**config.mk**
```make
export PLATFORM = sky130hd
export DESIGN_NAME = bmem_slave
export DESIGN_NICKNAME = d
export VERILOG_FILES = /design/src/rtl/bmem_pkg.sv /design/src/rtl/bmem_ctrl.sv /design/src/rtl/bmem_datapath.sv /design/src/rtl/bmem_slave.sv
export SDC_FILE = /design/constraint.sdc
export NUM_CORES = 2
export LEC_CHECK = 0
export BUFFER_PORTS_ARGS = -buffer_cell sky130_fd_sc_hd__clkbuf_2
export CAP_MARGIN = 20
export CORE_MARGIN = 10
export CORE_UTILIZATION = 40
export DETAILED_ROUTE_END_ITERATION = 16
export SYNTH_ARGS = -nofsm -noshare
export SYNTH_HDL_FRONTEND = slang
export SYNTH_SLANG_ARGS = --single-unit
```
**constraint.sdc**
```tcl
create_clock -name clk -period 2.4 [get_ports clk]
set_input_delay 0.36 -clock clk [delete_from_list [all_inputs] [get_ports clk]]
set_output_delay 0.36 -clock clk [all_outputs]
set_load 0.05 [all_outputs]
```
**src/rtl/bmem_pkg.sv**
```systemverilog
package bmem_pkg;

  typedef enum logic [1:0] {
    TR_IDLE   = 2'b00,
    TR_BUSY   = 2'b01,
    TR_NONSEQ = 2'b10,
    TR_SEQ    = 2'b11
  } trans_e;

  typedef enum logic [1:0] {
    RS_OKAY  = 2'b00,
    RS_ERROR = 2'b01,
    RS_RETRY = 2'b10,
    RS_SPLIT = 2'b11
  } resp_e;

  // what the slave is doing in the current data phase
  typedef enum logic [1:0] {
    PH_NONE,
    PH_ACCESS,
    PH_ERR1,
    PH_ERR2
  } phase_e;

  // strobes from control to datapath
  typedef struct packed {
    logic capture;   // latch address-phase fields this edge
    logic beatDone;  // data phase of a valid access completes this edge
  } strobe_t;

endpackage

```
**src/rtl/bmem_ctrl.sv**
```systemverilog
module bmem_ctrl
  import bmem_pkg::*;
#(
  parameter int WAIT_STATES = 0
) (
  input  logic       clk,
  input  logic       rstN,
  input  logic [1:0] busTrans,
  input  logic       addrBad,
  output logic       busReady,
  output logic [1:0] busResp,
  output strobe_t    stb
);

  localparam int CNT_W = $clog2(WAIT_STATES + 2);
  localparam logic [CNT_W-1:0] WAIT_T = CNT_W'(WAIT_STATES);

  phase_e           phase;
  logic [CNT_W-1:0] waitCnt;
  logic             active;

  assign active = (busTrans == TR_NONSEQ) || (busTrans == TR_SEQ);

  always_comb begin
    unique case (phase)
      PH_ACCESS: busReady = (waitCnt == WAIT_T);
      PH_ERR1:   busReady = 1'b0;
      default:   busReady = 1'b1;
    endcase
    busResp = ((phase == PH_ERR1) || (phase == PH_ERR2)) ? RS_ERROR : RS_OKAY;
    stb.capture  = busReady && active && !addrBad;
    stb.beatDone = (phase == PH_ACCESS) && busReady;
  end

  always_ff @(posedge clk or negedge rstN) begin
    if (!rstN) begin
      phase   <= PH_NONE;
      waitCnt <= '0;
    end else if (busReady) begin
      waitCnt <= '0;
      if (active) phase <= addrBad ? PH_ERR1 : PH_ACCESS;
      else        phase <= PH_NONE;
    end else if (phase == PH_ERR1) begin
      phase <= PH_ERR2;
    end else if (phase == PH_ACCESS) begin
      waitCnt <= waitCnt + 1'b1;
    end
  end

  // idle/busy gets a zero-wait OKAY
  p_idle_okay_r2: assert property (@(posedge clk) disable iff (!rstN)
    busReady && !active |=> busReady && (busResp == RS_OKAY));

  // refused access enters the first error cycle
  p_err_enter_r6: assert property (@(posedge clk) disable iff (!rstN)
    busReady && active && addrBad |=> !busReady && (busResp == RS_ERROR));

  // first error cycle is always followed by the second
  p_err_second_r6: assert property (@(posedge clk) disable iff (!rstN)
    !busReady && (busResp == RS_ERROR) |=> busReady && (busResp == RS_ERROR));

  // valid access with wait states starts stretched
  p_wait_start_r8: assert property (@(posedge clk) disable iff (!rstN)
    (WAIT_STATES > 0) && busReady && active && !addrBad |=> !busReady);

  // counter never passes its limit
  p_wait_bound_r8: assert property (@(posedge clk) disable iff (!rstN)
    waitCnt <= WAIT_T);

  // only OKAY or ERROR
  p_resp_legal_r9: assert property (@(posedge clk) disable iff (!rstN)
    !busResp[1]);

endmodule

```
**src/rtl/bmem_datapath.sv**
```systemverilog
module bmem_datapath
  import bmem_pkg::*;
#(
  parameter int ADDR_W = 32,
  parameter int DATA_W = 32,
  parameter int DEPTH  = 64
) (
  input  logic              clk,
  input  logic              rstN,
  input  strobe_t           stb,
  input  logic [ADDR_W-1:0] busAddr,
  input  logic              busWrite,
  input  logic [2:0]        busSize,
  input  logic [DATA_W-1:0] busWdata,
  output logic              addrBad,
  output logic [DATA_W-1:0] busRdata
);

  localparam int BYTES = DATA_W / 8;
  localparam int OFF_W = $clog2(BYTES);
  localparam int IDX_W = $clog2(DEPTH);

  logic [ADDR_W-1:0] wordNum;
  logic [OFF_W-1:0]  offset;
  logic              misaligned, sizeTooBig, outOfRange;
  logic [BYTES-1:0]  lanes;

  logic [IDX_W-1:0]  idxReg;
  logic              wrReg;
  logic [BYTES-1:0]  lanesReg;
  logic [DATA_W-1:0] mem [DEPTH];

  assign wordNum = busAddr >> OFF_W;
  assign offset  = busAddr[OFF_W-1:0];

  always_comb begin
    sizeTooBig = int'(busSize) > OFF_W;
    outOfRange = wordNum >= ADDR_W'(DEPTH);
    misaligned = 1'b0;
    for (int k = 0; k < OFF_W; k++)
      if ((k < int'(busSize)) && offset[k]) misaligned = 1'b1;
    for (int b = 0; b < BYTES; b++)
      lanes[b] = ((b >> busSize) == (int'(offset) >> busSize));
    addrBad = sizeTooBig || misaligned || outOfRange;
  end

  always_ff @(posedge clk or negedge rstN) begin
    if (!rstN) begin
      idxReg   <= '0;
      wrReg    <= 1'b0;
      lanesReg <= '0;
    end else if (stb.capture) begin
      idxReg   <= busAddr[OFF_W +: IDX_W];
      wrReg    <= busWrite;
      lanesReg <= lanes;
    end
  end

  always_ff @(posedge clk) begin
    if (stb.beatDone && wrReg)
      for (int b = 0; b < BYTES; b++)
        if (lanesReg[b]) mem[idxReg][8*b +: 8] <= busWdata[8*b +: 8];
  end

  assign busRdata = mem[idxReg];

  // a completing write always touches at least one lane
  p_lanes_set_r5: assert property (@(posedge clk) disable iff (!rstN)
    stb.beatDone && wrReg |-> lanesReg != '0);

  // nothing refused is ever captured
  p_no_bad_capture_r7: assert property (@(posedge clk) disable iff (!rstN)
    stb.capture |-> !addrBad);

endmodule

```
**src/rtl/bmem_slave.sv**
```systemverilog
module bmem_slave
  import bmem_pkg::*;
#(
  parameter int ADDR_W      = 32,
  parameter int DATA_W      = 32,
  parameter int DEPTH       = 64,
  parameter int WAIT_STATES = 0
) (
  input  logic              clk,
  input  logic              rstN,
  input  logic [1:0]        busTrans,
  input  logic [ADDR_W-1:0] busAddr,
  input  logic              busWrite,
  input  logic [2:0]        busSize,
  input  logic [DATA_W-1:0] busWdata,
  output logic [DATA_W-1:0] busRdata,
  output logic              busReady,
  output logic [1:0]        busResp
);

  strobe_t stb;
  logic    addrBad;

  bmem_ctrl #(.WAIT_STATES(WAIT_STATES)) ctrl_i (
    .clk(clk), .rstN(rstN), .busTrans(busTrans), .addrBad(addrBad),
    .busReady(busReady), .busResp(busResp), .stb(stb)
  );

  bmem_datapath #(.ADDR_W(ADDR_W), .DATA_W(DATA_W), .DEPTH(DEPTH)) dp_i (
    .clk(clk), .rstN(rstN), .stb(stb), .busAddr(busAddr), .busWrite(busWrite),
    .busSize(busSize), .busWdata(busWdata), .addrBad(addrBad), .busRdata(busRdata)
  );

endmodule

```
==> reports/results.txt <==
The run finished, with violations left. The final reports fail on setup timing. Wires add up to 218000 um.

From left edge to right edge, the die measures 465 um. The number of nets in the layout came out at 5080. The final number of max-transition violations came out at 0. Smallest setup slack after layout: -1.58 ns.

Dividing the synthesized area by the synthesized cell count gives 19.3 um2. Worst reg-to-reg path cell count: 10. Once placement finished, the instance area stood at 89300 um2. The tools report the pin count of the biggest net entering global routing as 66. Global routing used 19.6% of the available tracks across all layers.

For this design the static power due to leakage is 32.3 nW. In this run the number of H-tree levels came out at 4. The category of the most critical setup path was flop to primary output. The standard cell core area was 197000 um2; the number of distinct library cell variants in the gate-level netlist after synthesis was 51.

The worst pin sits at a relative slew slack of 42.2%. The final setup violation count was 1040. TritonCTS built the clock tree. The clock input transition at the sequential cells of the worst setup and hold paths was 0.07 ns. The path with the worst hold slack has its endpoint at ctrl_i.phase[1]$_DFFE_PN0P_. Routability-driven placement finished with a final weighted congestion of 0.849. The detail route stage leaves a number of antenna-violating nets equal to 0. Clock latency on the worst-skew pair, taken at its later pin, is 0.85 ns.

The floorplan step defined a die boundary enclosing 216000 um2. The part of the cycle the worst path needs was 166%; the I/O pin total was 107. For the finished layout, the period the worst path requires is 3.98 ns. The biggest area contributor in the post-synthesis netlist is sky130_fd_sc_hd__edfxtp_1. In this run the critical register-to-register path is launched from dp_i.idxReg[0]$_DFFE_PN0P_.

The endpoint type of the worst setup path was a primary output. The via density per instance came out at 5.61. The tools report the maximum resistive drop on vdd as 767 uV.

The synthesized design contains 2048 enable-type register cells. OpenSTA, run right after detailed placement, puts the worst setup slack at -1.32 ns. The worst hold path passes through 6 cells. The tools report the final total negative setup slack as -95.35 ns. Maximum cell stage delay along the critical path: 0.52 ns. Setup repair after global routing could not meet its margin everywhere. The tool flagged a number of max-cap violations equal to 0. In the post-synthesis netlist, the biggest area contributors are sky130_fd_sc_hd__edfxtp_1 (78%), sky130_fd_sc_hd__mux4_2 (7.4%), sky130_fd_sc_hd__mux2i_1 (3.1%). Post-synthesis to final-layout area growth: 25.1%. For this configuration, the core starts out at a cell density of 40.2%. Data arrives at the worst endpoint at 3.62 ns.

When the netlist entered floorplanning its net count stood at 4169. Among all flip-flop cells after synthesis, the most frequent one is sky130_fd_sc_hd__edfxtp_1. Count of synthesis-stage warnings from yosys: 0. The number of buffers inserted by port buffering works out to 104. Measured along the y axis, the die boundary spans 465 um.

Cells with a size suffix above 1 make up 33.7% of the layout. In the layout the commonest cells are sky130_fd_sc_hd__edfxtp_1 (2048), sky130_fd_sc_hd__buf_4 (578), sky130_fd_sc_hd__nor2_1 (269). Required time at the endpoint of the critical path: 2.04 ns. The worst hold path begins at busAddr[26].

The global-route wire length before repair is 313000 um. By instance count, the cell type seen most on the critical path is sky130_fd_sc_hd__buf_12. After synthesis the netlist holds a flip-flop and latch count of 2062. The final route contains 43800 vias. The length of the first detailed-routing pass in iterations was 5; the portion of synthesized cell area occupied by the leading cell type was 77.6%. Based on the critical path, the design can be clocked at up to 251 MHz. After synthesis, flip-flops and latches occupy 78.1% of the total area.

The total standard cell area after synthesis is 79200 um2. The via count of the first global-routing pass was 44100; the power density over the cells was 727 nW/um2. The maximum root-to-sink buffer count is 3, and the slew at the pin with the worst max-slew slack is 0.864 ns.

Summing all non-filler instances in the final layout gives an area of 99100 um2. The cell family contributing the most delay on the critical path is buffers and inverters. The logs give 0 for the number of hold violations in the final report and 5272 for the number of DRC violations after detailed-routing iteration 0. Measured on the finished design, the core utilization comes to 50.2%. The floorplan has 163 rows. For this run, asynchronously set or reset flops after synthesis account for 0.679%.

The mean routed wirelength per cell was 27.9 um. The clock root buffer master was sky130_fd_sc_hd__clkbuf_16. Summed over all layers, the global routing overflow is 0.

The run gives 0 as the post-detailed-route DRC marker count. Total buffers and inverters traversed by the critical path: 6. The library cell used most frequently in the layout, excluding fill and tap cells, is sky130_fd_sc_hd__edfxtp_1. For flop-to-flop paths, the worst setup slack is -0.17 ns. The worst hold path belongs to the class input pin to flop.

Synthesis handed over a netlist of 4097 instances. The worst setup path is launched from a flop. The worst register-to-register path ends at dp_i.mem[59][7]$_DFFE_PP_. On the critical path, the stage with the largest delay is an instance of sky130_fd_sc_hd__mux4_2.

The top fanout value on the critical path was 7. The wire-length estimate of the detail-placed layout is 142000 um. The run gives 0.0495 ns as the worst-case clock skew. The number of buffers created by CTS was 199. The critical path goes through buf_12 > buf_12 > buf_16 > mux4_2 > mux2i_1 > buf_4 > o22ai_2 > nor2_4 > buf_6 > nand4_1 > clkbuf_8. The number of antenna violations at the first check in global routing came out at 4.

Total clock sinks: 2062.
flip-flops by register name, summed over array words and instances (netlist names):
register and flops:
ctrl_i.phase 2, ctrl_i.waitCnt 1, dp_i.idxReg 6, dp_i.lanesReg 4, dp_i.mem 2048, dp_i.wrReg 1
metrics by stage:
stage                     hold slack (ns)  cells  power (mW)
after global routing               0.0404   7816        74.1
after floorplan                    0.0644   4097        40.5
after global placement              0.348   7352        41.2
final                              0.0668   7817        72.1
after detailed placement            0.348   7352        41.2
after CTS                         0.00534   7793        72.5
how the worst max path moves through the flow:
stage,from,end,cells after the start
floorplan,dp_i.idxReg[0]$_DFFE_PN0P_,busRdata[5],8
global placement,dp_i.idxReg[0]$_DFFE_PN0P_,busRdata[19],11
detailed placement,dp_i.idxReg[0]$_DFFE_PN0P_,busRdata[19],11
CTS,dp_i.idxReg[0]$_DFFE_PN0P_,busRdata[22],10
global route,dp_i.idxReg[0]$_DFFE_PN0P_,busRdata[22],11
finish,dp_i.idxReg[0]$_DFFE_PN0P_,busRdata[19],11
where the power goes:
part,internal [mW],switching [mW]
clock network,18.0,13.6
registers,39.6,0.0157
logic,0.171,0.740
worst register-to-register path, cell delays in order (launching register included):
cell and delay, ns:
sky130_fd_sc_hd__dfrtp_4 0.49, sky130_fd_sc_hd__buf_6 0.19, sky130_fd_sc_hd__buf_6 0.18, sky130_fd_sc_hd__inv_1 0.11, sky130_fd_sc_hd__buf_12 0.19, sky130_fd_sc_hd__nor3_4 0.27, sky130_fd_sc_hd__buf_4 0.20, sky130_fd_sc_hd__nand2_1 0.10
sky130_fd_sc_hd__buf_4 0.18, sky130_fd_sc_hd__nor2_1 0.16, sky130_fd_sc_hd__buf_4 0.19
repair_timing:
item	CTS	global route
endpoints found under the setup margin	1585	1659
hold buffers	27	0
setup buffers	33	16
resized for setup	292	181
pin swaps	58	25
cloned	13	7
endpoints found under the hold margin	143	0
area by class of cell:
cell class | instances | area (um2)
Fill cell | 15800 | 98100
Inverter | 6 | 35.0
Timing Repair Buffer | 987 | 10300
Clock buffer | 239 | 5200
Multi-Input combinational cell | 1752 | 17000
Clock inverter | 130 | 1360
Sequential cell | 2062 | 61900
Antenna cell | 1 | 2.50
Tap cell | 2640 | 3300
kinds of logic (layout without fill, tap and decap cells):
group	after synthesis	after routing	synth area share, %
simple gates	552	552	2.93
mux	523	523	10.7
flops	2062	2062	78.1
compound gates	676	676	6.48
buf+inv	283	1362	1.78
other cells	1	2	0.00473
cell usage after synthesis, types with 4 or more instances:
cell type,instances
sky130_fd_sc_hd__edfxtp_1,2048
sky130_fd_sc_hd__nor2_1,331
sky130_fd_sc_hd__mux4_2,260
sky130_fd_sc_hd__a221oi_1,246
sky130_fd_sc_hd__mux2i_1,245
sky130_fd_sc_hd__a22oi_1,160
sky130_fd_sc_hd__clkbuf_1,141
sky130_fd_sc_hd__nand2_1,138
sky130_fd_sc_hd__buf_2,86
sky130_fd_sc_hd__o21ai_0,81
sky130_fd_sc_hd__o22ai_1,63
sky130_fd_sc_hd__o22a_1,54
sky130_fd_sc_hd__o211ai_1,32
sky130_fd_sc_hd__nand4_1,30
sky130_fd_sc_hd__buf_6,25
sky130_fd_sc_hd__mux2_2,18
sky130_fd_sc_hd__dfrtp_1,14
sky130_fd_sc_hd__buf_4,13
sky130_fd_sc_hd__o21ai_1,13
sky130_fd_sc_hd__buf_1,12
sky130_fd_sc_hd__nor2b_1,8
sky130_fd_sc_hd__a21oi_1,7
sky130_fd_sc_hd__inv_1,5
sky130_fd_sc_hd__nand3_1,5
sky130_fd_sc_hd__nor3_1,5
sky130_fd_sc_hd__nor4_1,5
sky130_fd_sc_hd__a211oi_1,4
sky130_fd_sc_hd__a31oi_1,4
sky130_fd_sc_hd__and3_1,4
sky130_fd_sc_hd__nand2b_1,4
sky130_fd_sc_hd__nor3b_1,4
layer usage:
metal	up-vias	track usage [%]	part of all wire [%]
li1	18900	-	-
met1	22800	26.2	40
met2	1794	32.2	49
met3	331	3.34	7.0
met4	2	7.35	3.7
met5	-	0	0.0032
(Power assumes the default switching activity.)
